--- src/rtl/dseq_pkg.sv ---
package dseq_pkg;

  typedef enum logic [1:0] {
    PH_IDLE = 2'd0,
    PH_ACT  = 2'd1,
    PH_PRE  = 2'd2
  } phase_e;

  // strobe generator slots; order fixes the index into the edge arrays
  localparam int NSTB    = 3;
  localparam int STB_RAS = 0;
  localparam int STB_CAS = 1;
  localparam int STB_WE  = 2;

endpackage

--- src/rtl/dseq_timing.sv ---
// Turns the programmed edges into the edges used for one access:
// applies the fast-path pull-in to the column strobe and derives the end cycle.
module dseq_timing
  import dseq_pkg::*;
#(
  parameter int EW = 5,
  parameter int CW = EW + 1
) (
  input  logic                     fast,
  input  logic [EW-1:0]            fast_cut,
  input  logic [EW-1:0]            ras_on,
  input  logic [EW-1:0]            ras_off,
  input  logic [EW-1:0]            cas_on,
  input  logic [EW-1:0]            cas_off,
  input  logic [EW-1:0]            we_on,
  input  logic [EW-1:0]            we_off,
  output logic [NSTB-1:0][EW-1:0]  on_eff,
  output logic [NSTB-1:0][EW-1:0]  off_eff,
  output logic [CW-1:0]            end_cnt
);

  logic [CW-1:0] gap;
  logic [CW-1:0] room;
  logic [CW-1:0] shift;
  logic [EW-1:0] cas_on_s;
  logic [EW-1:0] cas_off_s;
  logic [EW-1:0] last_a;
  logic [EW-1:0] last_b;

  always_comb begin
    gap = {1'b0, cas_on} - {1'b0, ras_on};
    // spacing may shrink to one cycle and no further
    if ((cas_on > ras_on) && (gap > CW'(1))) begin
      room = gap - CW'(1);
    end else begin
      room = '0;
    end

    if (!fast) begin
      shift = '0;
    end else if ({1'b0, fast_cut} < room) begin
      shift = {1'b0, fast_cut};
    end else begin
      shift = room;
    end

    cas_on_s = cas_on - shift[EW-1:0];
    if ({1'b0, cas_off} >= shift) begin
      cas_off_s = cas_off - shift[EW-1:0];
    end else begin
      cas_off_s = '0;
    end

    on_eff[STB_RAS]  = ras_on;
    off_eff[STB_RAS] = ras_off;
    on_eff[STB_CAS]  = cas_on_s;
    off_eff[STB_CAS] = cas_off_s;
    on_eff[STB_WE]   = we_on;
    off_eff[STB_WE]  = we_off;

    last_a  = (ras_off > cas_off_s) ? ras_off : cas_off_s;
    last_b  = (last_a > we_off) ? last_a : we_off;
    end_cnt = {1'b0, last_b} + CW'(1);
  end

endmodule

--- src/rtl/dseq_ctrl.sv ---
// Phase and cycle counter: idle -> active (counts 1..end) -> precharge -> idle.
module dseq_ctrl
  import dseq_pkg::*;
#(
  parameter int CW = 6,
  parameter int PW = 4
) (
  input  logic          clk,
  input  logic          rst_n,
  input  logic          accept,
  input  logic          stretch,
  input  logic [CW-1:0] end_cnt,
  input  logic [PW-1:0] pre_len,
  output phase_e        phase,
  output logic [CW-1:0] cnt,
  output logic          done,
  output logic          idle
);

  phase_e        phase_q, phase_d;
  logic [CW-1:0] cnt_q, cnt_d;
  logic [PW-1:0] pcnt_q, pcnt_d;
  logic [PW-1:0] pre_eff;
  logic          at_end;
  logic          step_en;

  always_comb begin
    pre_eff = (pre_len == '0) ? PW'(1) : pre_len;
    at_end  = (phase_q == PH_ACT) && (cnt_q == end_cnt);
    phase_d = phase_q;
    cnt_d   = cnt_q;
    pcnt_d  = pcnt_q;
    unique case (phase_q)
      PH_IDLE: begin
        if (accept) begin
          phase_d = PH_ACT;
          cnt_d   = CW'(1);
        end
      end
      PH_ACT: begin
        if (at_end) begin
          // done cycle is never held by stretch
          phase_d = PH_PRE;
          cnt_d   = '0;
          pcnt_d  = PW'(1);
        end else if (!stretch) begin
          cnt_d = cnt_q + CW'(1);
        end
      end
      PH_PRE: begin
        if (pcnt_q >= pre_eff) begin
          phase_d = PH_IDLE;
          pcnt_d  = '0;
        end else begin
          pcnt_d = pcnt_q + PW'(1);
        end
      end
      default: begin
        phase_d = PH_IDLE;
        cnt_d   = '0;
        pcnt_d  = '0;
      end
    endcase
    step_en = (phase_d != phase_q) || (cnt_d != cnt_q) || (pcnt_d != pcnt_q);
  end

  always_ff @(posedge clk or negedge rst_n) begin
    if (!rst_n) begin
      phase_q <= PH_IDLE;
      cnt_q   <= '0;
      pcnt_q  <= '0;
    end else if (step_en) begin
      phase_q <= phase_d;
      cnt_q   <= cnt_d;
      pcnt_q  <= pcnt_d;
    end
  end

  assign phase = phase_q;
  assign cnt   = cnt_q;
  assign done  = at_end;
  assign idle  = (phase_q == PH_IDLE);

endmodule

--- src/rtl/dseq_strobe.sv ---
// One edge-placed strobe: low while first <= count <= last in the active phase.
module dseq_strobe #(
  parameter int EW = 5,
  parameter int CW = EW + 1
) (
  input  logic          active,
  input  logic          enable,
  input  logic [CW-1:0] cnt,
  input  logic [EW-1:0] on_cnt,
  input  logic [EW-1:0] off_cnt,
  output logic          strobe_n
);

  logic in_window;

  always_comb begin
    in_window = (cnt >= {1'b0, on_cnt}) && (cnt <= {1'b0, off_cnt});
    strobe_n  = !(active && enable && in_window);
  end

endmodule

--- src/rtl/dram_strobe_seq.sv ---
module dram_strobe_seq
  import dseq_pkg::*;
#(
  parameter int EW    = 5,
  parameter int AW    = 13,
  parameter int PW    = 4,
  parameter int NGRP  = 4,
  parameter int SEL_W = (NGRP > 1) ? $clog2(NGRP) : 1
) (
  input  logic             clk,
  input  logic             rst_n,
  input  logic [EW-1:0]    cfg_ras_on,
  input  logic [EW-1:0]    cfg_ras_off,
  input  logic [EW-1:0]    cfg_cas_on,
  input  logic [EW-1:0]    cfg_cas_off,
  input  logic [EW-1:0]    cfg_we_on,
  input  logic [EW-1:0]    cfg_we_off,
  input  logic [PW-1:0]    cfg_pre_len,
  input  logic             cfg_fast_en,
  input  logic [EW-1:0]    cfg_fast_cut,
  input  logic             req_valid,
  output logic             req_ready,
  input  logic             req_write,
  input  logic             req_cpu,
  input  logic [AW-1:0]    req_row,
  input  logic [AW-1:0]    req_col,
  input  logic [SEL_W-1:0] req_sel,
  input  logic             stretch,
  output logic [AW-1:0]    mem_addr,
  output logic [NGRP-1:0]  ras_n,
  output logic             cas_n,
  output logic             we_n,
  output logic             cyc_done
);

  localparam int CW = EW + 1;

  // ---------------- reset release synchronizer ----------------
  logic [1:0] rst_pipe;
  logic       rst_core_n;

  always_ff @(posedge clk or negedge rst_n) begin
    if (!rst_n) begin
      rst_pipe <= 2'b00;
    end else begin
      rst_pipe <= {rst_pipe[0], 1'b1};
    end
  end
  assign rst_core_n = rst_pipe[1];

  // ---------------- handshake ----------------
  logic idle;
  logic accept;
  assign req_ready = idle && rst_core_n;
  assign accept    = req_valid && req_ready;

  // ---------------- timing derived from live configuration ----------------
  logic                    fast_req;
  logic [NSTB-1:0][EW-1:0] on_calc;
  logic [NSTB-1:0][EW-1:0] off_calc;
  logic [CW-1:0]           end_calc;

  assign fast_req = cfg_fast_en && req_cpu && !req_write;

  dseq_timing #(.EW(EW), .CW(CW)) u_timing (
    .fast     (fast_req),
    .fast_cut (cfg_fast_cut),
    .ras_on   (cfg_ras_on),
    .ras_off  (cfg_ras_off),
    .cas_on   (cfg_cas_on),
    .cas_off  (cfg_cas_off),
    .we_on    (cfg_we_on),
    .we_off   (cfg_we_off),
    .on_eff   (on_calc),
    .off_eff  (off_calc),
    .end_cnt  (end_calc)
  );

  // ---------------- capture at acceptance ----------------
  logic [NSTB-1:0][EW-1:0] on_q;
  logic [NSTB-1:0][EW-1:0] off_q;
  logic [CW-1:0]           end_q;
  logic [PW-1:0]           pre_q;
  logic [AW-1:0]           row_q;
  logic [AW-1:0]           col_q;
  logic [SEL_W-1:0]        sel_q;
  logic                    wr_q;

  always_ff @(posedge clk or negedge rst_core_n) begin
    if (!rst_core_n) begin
      on_q  <= '0;
      off_q <= '0;
      end_q <= '0;
      pre_q <= '0;
      row_q <= '0;
      col_q <= '0;
      sel_q <= '0;
      wr_q  <= 1'b0;
    end else if (accept) begin
      on_q  <= on_calc;
      off_q <= off_calc;
      end_q <= end_calc;
      pre_q <= cfg_pre_len;
      row_q <= req_row;
      col_q <= req_col;
      sel_q <= req_sel;
      wr_q  <= req_write;
    end
  end

  // ---------------- phase / cycle counter ----------------
  phase_e        phase;
  logic [CW-1:0] cnt;
  logic          done;
  logic          in_act;

  dseq_ctrl #(.CW(CW), .PW(PW)) u_ctrl (
    .clk     (clk),
    .rst_n   (rst_core_n),
    .accept  (accept),
    .stretch (stretch),
    .end_cnt (end_q),
    .pre_len (pre_q),
    .phase   (phase),
    .cnt     (cnt),
    .done    (done),
    .idle    (idle)
  );

  assign in_act   = (phase == PH_ACT);
  assign cyc_done = done;

  // ---------------- strobe generators ----------------
  logic [NSTB-1:0] stb_en;
  logic [NSTB-1:0] stb_n;

  always_comb begin
    stb_en          = '1;
    stb_en[STB_WE]  = wr_q;
  end

  for (genvar s = 0; s < NSTB; s++) begin : g_stb
    dseq_strobe #(.EW(EW), .CW(CW)) u_stb (
      .active   (in_act),
      .enable   (stb_en[s]),
      .cnt      (cnt),
      .on_cnt   (on_q[s]),
      .off_cnt  (off_q[s]),
      .strobe_n (stb_n[s])
    );
  end

  // row strobe steered to the selected module group
  for (genvar g = 0; g < NGRP; g++) begin : g_lane
    assign ras_n[g] = !(!stb_n[STB_RAS] && (sel_q == SEL_W'(g)));
  end

  assign cas_n = stb_n[STB_CAS];
  assign we_n  = stb_n[STB_WE];

  // ---------------- address multiplexer ----------------
  logic col_phase;

  always_comb begin
    col_phase = (cnt >= {1'b0, on_q[STB_CAS]});
    if (!in_act) begin
      mem_addr = '0;
    end else if (col_phase) begin
      mem_addr = col_q;
    end else begin
      mem_addr = row_q;
    end
  end

endmodule

--- config.mk ---
export PLATFORM = sky130hd
export DESIGN_NAME = dram_strobe_seq
export DESIGN_NICKNAME = d
export VERILOG_FILES = /design/src/rtl/dseq_pkg.sv /design/src/rtl/dseq_timing.sv /design/src/rtl/dseq_ctrl.sv /design/src/rtl/dseq_strobe.sv /design/src/rtl/dram_strobe_seq.sv
export SDC_FILE = /design/constraint.sdc
export NUM_CORES = 1
export LEC_CHECK = 0
export ABC_AREA = 0
export BUFFER_PORTS_ARGS = -buffer_cell sky130_fd_sc_hd__buf_2
export CAP_MARGIN = 30
export CORE_UTILIZATION = 40
export DETAILED_ROUTE_END_ITERATION = 6
export GPL_TIMING_DRIVEN = 0
export PLACE_DENSITY = 0.65
export SYNTH_ARGS = -nofsm -noshare
export SYNTH_HDL_FRONTEND = slang
export SYNTH_HIERARCHICAL = 1
export SYNTH_SLANG_ARGS = --single-unit
export TNS_END_PERCENT = 100
--- constraint.sdc ---
create_clock -name clk -period 4.9 [get_ports clk]
set_input_delay 0.98 -clock clk [delete_from_list [all_inputs] [get_ports clk]]
set_output_delay 0.98 -clock clk [all_outputs]
set_load 0.02 [all_outputs]
Word-level counts from Yosys, hierarchy flattened
Index checks and enable logic that the tools add are counted.
- muxes and demuxes: 20
- bitwise logic cells: 0
- div/mod/pow operators: 0
- equal/unequal tests: 9
- add/sub/neg operators: 7
- shifts and indexed selects: 0
- magnitude comparators: 13
- reductions and logical operators: 29
- multiply operators: 0
- operator list (operator ; number):
    2-to-1 mux 6 bit ; 6
    2-to-1 mux 13 bit ; 2
    greater-or-equal comparator 6 x 5 -> 1 bit ; 3
    less-or-equal comparator 6 x 5 -> 1 bit ; 3
    case mux 6 bit (3 select lines) ; 1
    logical AND 1 bit ; 17
    > comparator 5 bit ; 3
    2-to-1 mux 5 bit ; 3
    2-to-1 mux 4 bit ; 3
    case mux 4 bit (3 select lines) ; 1
    subtractor 5 bit ; 2
    logical NOT 1 bit ; 7
    adder 5 x 1 -> 6 bit (second input constant) ; 1
    adder 6 x 1 -> 6 bit (second input constant) ; 1
    equality test 2 bit (second input constant) ; 3
    equality test 6 bit ; 1
    greater-or-equal comparator 5 x 6 -> 1 bit ; 1
    > comparator 6 x 1 -> 1 bit (second input constant) ; 1
    < comparator 5 x 6 -> 1 bit ; 1
    2-to-1 mux 2 bit ; 3
    != test 6 bit ; 1
    case mux 2 bit (3 select lines) ; 1
    subtractor 5 x 5 -> 6 bit ; 1
    subtractor 6 x 1 -> 6 bit (second input constant) ; 1
    other kinds (8) ; 11
- output and inout bits: 21
- ROM bits: 0
- memories: 0
- input bits: 74
- bits in latches: 0
- bits in writable memories: 0
- register bits: 83

Longest topological paths before layout
Gate-level depths: netlist (run 1).
- depth in word-level cells: 14
- depth in mapped cells: 41

Cells and area by module
The synthesis (run 1) kept the hierarchy.
- by module, submodules not included (module ; times used ; area an instance (um2) ; cells an instance):
    dram_strobe_seq ; 1 ; 3051.7 ; 219
    dseq_timing ; 1 ; 1596.5 ; 210
    dseq_strobe ; 3 ; 266.5 ; 32
    dseq_ctrl ; 1 ; 797.0 ; 85

Worst setup path after synthesis (run 1)
Ideal clock, no wire load.
- kind: input -> register
- start point: input port cfg_cas_on[0]
- end point: register end_q[4]
- data arrival time: 8.666 ns
- stages: 37
- data required time: 4.775 ns
- library setup time: 0.125 ns
- path slack: -3.891 ns
- cell sequence: inv_1 ha_1 fa_1 or2b_1 a21o_1 xnor2_1 nor4_1 nor2_1 nand2_1 ha_1 a21o_1 a21oi_1 nor4b_1 o41ai_1 a21o_2 nand2_1 a32o_1 ha_1 inv_1 fa_1 a221oi_1 inv_1 ha_1 and3_1 a31oi_1 o31a_1 mux2_2 ha_1 and4_1 a21oi_1 o31a_1 clkbuf_1 mux2_2 ha_1 nor3b_1 xor2_1 mux2_2
- RTL lines (item ; line ; RTL):
    start, declared ; dram_strobe_seq.sv:14 ; input logic [EW-1:0] cfg_cas_on,
    end signal, assigned ; dram_strobe_seq.sv:102 ; end_q <= end_calc;
    end, declared ; dram_strobe_seq.sv:82 ; logic [CW-1:0] end_q;

Worst setup path in the final report (run 1)
- start point: input port cfg_cas_on[0]
- end point: register end_q[4]
- cells in the longest elaborated chain, start to end: 14
- ends and longest elaborated chain (item ; line ; RTL):
    subtractor 5 x 5 -> 6 bit ; dseq_timing.sv:31 ; gap = {1'b0, cas_on} - {1'b0, ras_on};
    > comparator 6 x 1 -> 1 bit ; dseq_timing.sv:33 ; if ((cas_on > ras_on) && (gap > CW'(1))) begin
    logical AND 1 bit ; dseq_timing.sv:33 ;
    2-to-1 mux 6 bit * ; dseq_timing.sv:33 ;
    < comparator 5 x 6 -> 1 bit ; dseq_timing.sv:41 ; end else if ({1'b0, fast_cut} < room) begin
    2-to-1 mux 6 bit * ; dseq_timing.sv:41 ;
    2-to-1 mux 6 bit * ; dseq_timing.sv:39 ; if (!fast) begin
    subtractor 5 bit / greater-or-equal comparator 5 x 6 -> 1 bit (equally long branches) ; dseq_timing.sv:49, dseq_timing.sv:48 ;
    2-to-1 mux 5 bit * ; dseq_timing.sv:48 ; if ({1'b0, cas_off} >= shift) begin
    > comparator 5 bit ; dseq_timing.sv:61 ; last_a = (ras_off > cas_off_s) ? ras_off : cas_off_s;
    2-to-1 mux 5 bit * ; dseq_timing.sv:61 ;
    > comparator 5 bit ; dseq_timing.sv:62 ; last_b = (last_a > we_off) ? last_a : we_off;
    2-to-1 mux 5 bit * ; dseq_timing.sv:62 ;
    adder 5 x 1 -> 6 bit * ; dseq_timing.sv:63 ; end_cnt = {1'b0, last_b} + CW'(1);
    named net end_calc[4] ; dram_strobe_seq.sv:61 ; logic [CW-1:0] end_calc;
The timed path passes the listed nets; every way through them passes the cells marked *.
A chain may end at the register's enable or synchronous reset.

==> out/metrics.csv, run 1 <==
metric,value,unit
area occupied by multi-input gates,0.00443,mm2
vias in the first global route,5275,
Crit. Startpoint,cfg_cas_on[0],
initial antenna violation count,0,
post-layout util,0.556,
CP dominant cell by count,ha_4,
Worst EP arrival,8540,ps
dominant register cell in the synthesized netlist,dfrtp_1,
sequential-to-total area share from yosys stat,0.333,
grt ovf,0,
drc violations,0,
CTS root buffer,clkbuf_16,
Max-Cap Viols,0,
first-pass GRT wire length,25.2,mm
WP data required,5120,ps
Design Power,4.10,mW
CTS buffer count,9,
# nets final,910,
Async SR Flop Fraction,1.00,
worst hold path type,register to async pin,
fillcell total,1268,
"Slew Viols, Final",0,
Clock Power Share,0.172,
Worst-path clk slew,60,ps
Slew HR,0.570,
violated checks,negative setup slack,
sequential cell area,0.00208,mm2
setup ws final,-3420,ps
worst slew pin tran,644,ps
status,finished with violations,
fin cells,954,
Synth cell types,71,
core area,0.0152,mm2
TritonRoute pass-1 iters,4,
slowest cell on the critical path,fa_2,
Syn Std Cell Area,0.00624,mm2
"IR drop worst, VDD",199,uV
Setup CP Type,input port to register,
DP Worst Slack,-4190,ps
Inst Count DP,890,
IO Count,95,
family with the most delay on the worst path,simple AND/OR/NAND/NOR gates,
post-DR vias/cell,5.34,
Logic pwr share,0.525,
Crit. End Element,register,
drt first-iter violations,190,
IO buf count,89,
routed wire length,16.0,mm
total global routing track utilization,0.196,
RSZ-0062 raised after global routing,true,
CTS tree,built,
buffers plus inverters on the worst setup path,5,
Switching Fraction,0.387,
Syn Inst Count,610,
maximum buffer depth of the clock tree,2,
"Clk Latency, worst-skew pair",340,ps
htree depth,3,
Area Overhead vs Synth,35.4,%
Psw,1.59,mW
CTS sink cnt,83,
hold-fix buffer count after cts,0,
syn avg cell area,10.2,um2
largest net degree at the start of global routing,66,
FF-to-FF Start,rst_pipe[1],
Final ANT Viol Nets,0,
Pint,2.52,mW
fmax,0.120,GHz
PD cells,485,mW/mm2
Via Count,5092,
Post-DP HPWL,11.1,mm
clk_skew,5.29,ps
final setup vio count,15,
Yosys warnings,6,
Final Wtd Congestion,0.889,
placed cell areas,0.00719,mm2
share of layout cells above drive strength 1,0.479,
critical path peak fanout,5,
Seq pwr share,0.303,
"Design Area, Final",0.00845,mm2
type of origin of the critical path,input port,
"Largest stage delay, worst path",400,ps
Die Ht,127,um
die width,127,um
"FF+latch count, synth",83,
hold slack,213,ps
Die Area,0.0161,mm2
minimum clock period,8320,ps
setup TNS,-23520,ps
"EDFF count, synth",0,
initial core utilization,0.411,
WL/cell,16.7,um
Pleak,4.04,nW
Row Count,45,
"Hold Vio Cnt, Final",0,
fin crit share,1.70,
antenna diode count,0,
-- synthesized netlist by cell type (5+ instances only) --
cell      count  area share
a21o_1       10       0.012
a21oi_1      13       0.010
a31oi_1       8      0.0080
a32o_1        5      0.0080
and3_1        5      0.0050
buf_2        10      0.0080
buf_4        20       0.024
dfrtp_1      83        0.33
ha_1         72        0.14
inv_1        64       0.038
mux2_2       74        0.13
mux2i_1      16       0.026
nand2_1      46       0.028
nand2b_1      9      0.0090
nand3_1       5      0.0040
nor2_1       28       0.017
nor2b_1       7      0.0070
o21a_1        5      0.0060
o21ai_0      18       0.014
xnor2_1       7      0.0098
xor2_1       14       0.020
-- routing by layer --
| metal | global-route usage | wire length [um] | up-vias |
|---|---|---|---|
| li1 | - | - | 2451 |
| met1 | 0.239 | 6910 | 2497 |
| met2 | 0.347 | 8180 | 115 |
| met3 | 0.0350 | 487 | 29 |
| met4 | 0.0679 | 386 | 0 |
| met5 | 0 | 0 | - |
-- cell type report --
class,instances,share of cell area
multi-input combinational,429,0.524
sequential,83,0.246
timing repair buffer,139,0.106
clock buffer,13,0.0320
inverter,64,0.0299
buffer,35,0.0287
tap,188,0.0278
clock inverter,3,0.00533
-- flip-flops by register name (all words and copies together), names as in the netlist, 4 cells and up --
register and count:
u_ctrl/pcnt_q 4, off_q 15, u_ctrl/cnt 6, end_q 6, row_q 13, on_q 15, col_q 13, pre_q 4
-- placed cells by master, fill, tap and decap left out, types with 4 or more instances in the layout --
cell type and n:
o21a_1 5, nand3_1 4, nand2b_1 7, mux2_4 14, a32o_1 4, and3_4 4
inv_1 58, buf_2 97, buf_6 9, xnor2_1 5, mux2_2 60, a21oi_1 5
and4b_1 4, mux2i_1 13, nand2_1 42, a21oi_2 11, buf_4 61, a21o_1 10
xor2_1 14, ha_1 52, o21ai_0 13, inv_2 5, clkbuf_16 9, ha_4 18
a31oi_1 4, nor2b_1 6, a31oi_4 4, o311ai_2 4, dfrtp_1 82, nor2_1 23
-- worst register-to-register path, stage by stage, from the launching register on --
cell	delay [ps]
dfrtp_4	600
buf_16	330
and3_1	240
buf_2	160
buf_2	290
nor2b_1	230
nor2_1	130
a21o_1	180
a22o_1	170
-- final timing paths --
kind	slack, ps	endpoint	cells after the start
min reg2reg	210	off_q[10]	0
max in group asynchronous	4090	pre_q[2]	1
min	210	off_q[10]	0
min in group clk	350	rst_pipe[1]	0
max reg2reg	2470	u_ctrl/cnt[5]	8
max	-3420	end_q[4]	37
-- power groups by stage --
stage	logic (mW)	registers [mW]	clock network (mW)
final	2.15	1.24	0.706
after global routing	2.36	1.29	0.754
after global placement	1.78	1.24	0
after detailed placement	1.89	1.25	0
after CTS	2.05	1.25	0.724
after floorplan	1.47	1.18	0
-- repair_timing --
action                     4_1_cts  5_1_grt
setup buffers                   32       18
pin swaps                       38       34
gates resized for setup         73       33
setup endpoints to repair       15       15
-- kinds of logic (layout without fill, tap and decap cells) --
group | Yosys count | count (layout) | share of synthesized area
adder cells (fa/ha/maj) | 75 | 75 | 0.154
other | 1 | 3 | 0.000601
flip-flops | 83 | 83 | 0.333
AO/OA/AOI/OAI | 101 | 101 | 0.123
buffers and inverters | 100 | 254 | 0.0779
XOR/XNOR | 21 | 21 | 0.0295
multiplexers | 90 | 90 | 0.159
AND/OR/NAND/NOR | 139 | 139 | 0.123
(Power assumes the default switching activity.)
==> run 2, diff against run 1 <==
--- a/config.mk
+++ b/config.mk
@@ -6,12 +6,12 @@
 export NUM_CORES = 1
 export LEC_CHECK = 0
 export ABC_AREA = 0
-export BUFFER_PORTS_ARGS = -buffer_cell sky130_fd_sc_hd__buf_2
 export CAP_MARGIN = 30
 export CORE_UTILIZATION = 40
 export DETAILED_ROUTE_END_ITERATION = 6
+export DONT_BUFFER_PORTS = 1
 export GPL_TIMING_DRIVEN = 0
-export PLACE_DENSITY = 0.65
+export PLACE_DENSITY = 0.59
 export SYNTH_ARGS = -nofsm -noshare
 export SYNTH_HDL_FRONTEND = slang
 export SYNTH_HIERARCHICAL = 1
==> out/metrics.csv, run 2 (synthesized netlist as in run 1, its figures left out) <==
metric,value,unit
Pleak,3.63,nW
PD cells,497,mW/mm2
"Hold Vio Cnt, Final",0,
"Slew Viols, Final",0,
IO buf count,0,
core area,0.0152,mm2
largest net degree at the start of global routing,67,
CTS root buffer,clkbuf_16,
grt ovf,0,
reg2reg end,u_ctrl/cnt[2],
WL/cell,17.8,um
"leading cell type in the layout, fill and taps excluded",dfrtp_1,
CTS buffer count,9,
WP data required,5120,ps
Final Wtd Congestion,0.878,
Die Ht,127,um
fmax,0.124,GHz
Final ANT Viol Nets,0,
Setup CP Type,input port to register,
fin cells,857,
fillcell total,1332,
Die Area,0.0161,mm2
Worst R2R Setup Slack,2450,ps
post-layout util,0.512,
status,finished with violations,
maximum buffer depth of the clock tree,2,
htree depth,3,
IO Count,95,
placed cell areas,0.00675,mm2
Max-Cap Viols,0,
Reg2Reg Depth,8,
first-pass GRT wire length,24.3,mm
Switching Fraction,0.396,
slowest cell on the critical path,fa_2,
Worst-path clk slew,60,ps
Worst EP arrival,8300,ps
routed wire length,15.3,mm
final setup vio count,15,
crit path to,end_q[4],
Post-DP HPWL,10.9,mm
Logic pwr share,0.515,
initial antenna violation count,0,
CTS tree,built,
setup ws final,-3180,ps
drc violations,0,
violated checks,negative setup slack,
TritonRoute pass-1 iters,4,
Row Count,45,
Crit. End Element,register,
Psw,1.53,mW
clk_skew,8.70,ps
# nets final,813,
CP dominant cell by count,ha_4,
drt first-iter violations,217,
"Clk Latency, worst-skew pair",330,ps
total global routing track utilization,0.192,
type of origin of the critical path,input port,
Slew HR,0.561,
FF-to-FF Start,rst_pipe[1],
worst hold path type,register to async pin,
"Largest stage delay, worst path",360,ps
post-DR vias/cell,5.49,
Design Power,3.87,mW
Via Count,4708,
Pint,2.34,mW
"commonest cells after routing, fill and taps aside","dfrtp_1 (82), mux2_2 (64), inv_1 (61)",
die width,127,um
CTS sink cnt,83,
vias in the first global route,4818,
hold-fix buffer count after cts,0,
top flop regs,"off_q x15, on_q x15",
RSZ-0062 raised after global routing,true,
worst slew pin tran,658,ps
"Design Area, Final",0.00778,mm2
Seq pwr share,0.321,
fin crit share,1.65,
initial core utilization,0.411,
Clock Power Share,0.164,
critical path peak fanout,5,
Inst Count DP,801,
antenna diode count,0,
Crit. Startpoint,cfg_cas_on[0],
"IR drop worst, VDD",208,uV
Area Overhead vs Synth,24.6,%
share of layout cells above drive strength 1,0.393,
minimum clock period,8080,ps
-- run 2: worst min path at each step --
stage | startpoint | end | slack (ps) | depth (start not counted)
floorplan | rst_pipe[0] | rst_pipe[1] | 330 | 0
CTS | rst_pipe[1] | row_q[8] | 210 | 0
global route | rst_pipe[1] | row_q[8] | 230 | 0
detailed placement | rst_pipe[1] | row_q[8] | 210 | 0
global placement | rst_pipe[0] | rst_pipe[1] | 340 | 0
finish | rst_pipe[1] | row_q[8] | 210 | 0
-- run 2: area by class of cell --
class	count	area, um2	share of cell area
well taps	188	235	0.0302
flip-flops and latches	83	2080	0.267
multi-input cells	429	4330	0.557
inverters	64	253	0.0325
repair buffers	41	347	0.0445
clock buffers	10	239	0.0307
clock inverters	6	41.3	0.00530
plain buffers	36	256	0.0330
-- run 2: stage by stage --
step	setup slack [ps]	TNS, ps	hold slack [ps]
detailed placement	-4050	-30240	207
finish	-3180	-20100	206
global route	-3470	-23520	231
floorplan	-3260	-21220	331
CTS	-3210	-20020	213
global placement	-3870	-28380	337
-- run 2: worst max-delay path: cells and delay by family --
kind                     cells  cell delay, ps
AO/OA/AOI/OAI               12            2030
XOR/XNOR                     2             330
adder cells (fa/ha/maj)      8            1920
buffers and inverters        5             440
multiplexers                 2             560
AND/OR/NAND/NOR             12            2030
-- run 2: layer usage --
| layer | share of wire | track usage |
|---|---|---|
| met1 | 0.44 | 0.241 |
| met5 | 0 | 0 |
| met3 | 0.041 | 0.0388 |
| met4 | 0.015 | 0.0595 |
| met2 | 0.50 | 0.330 |
-- run 2: power groups by stage --
stage	clock [mW]	combinational, mW	sequential, mW
floorplan	0	1.47	1.18
global placement	0	1.69	1.25
detailed placement	0	1.78	1.26
CTS	0.652	1.93	1.25
global route	0.680	2.21	1.29
finish	0.634	2.00	1.24
-- run 2: timing repair --
action	4_1_cts	5_1_grt
buffers inserted	27	13
pin swaps	35	9
setup endpoints to repair	15	15
resized for setup	58	22
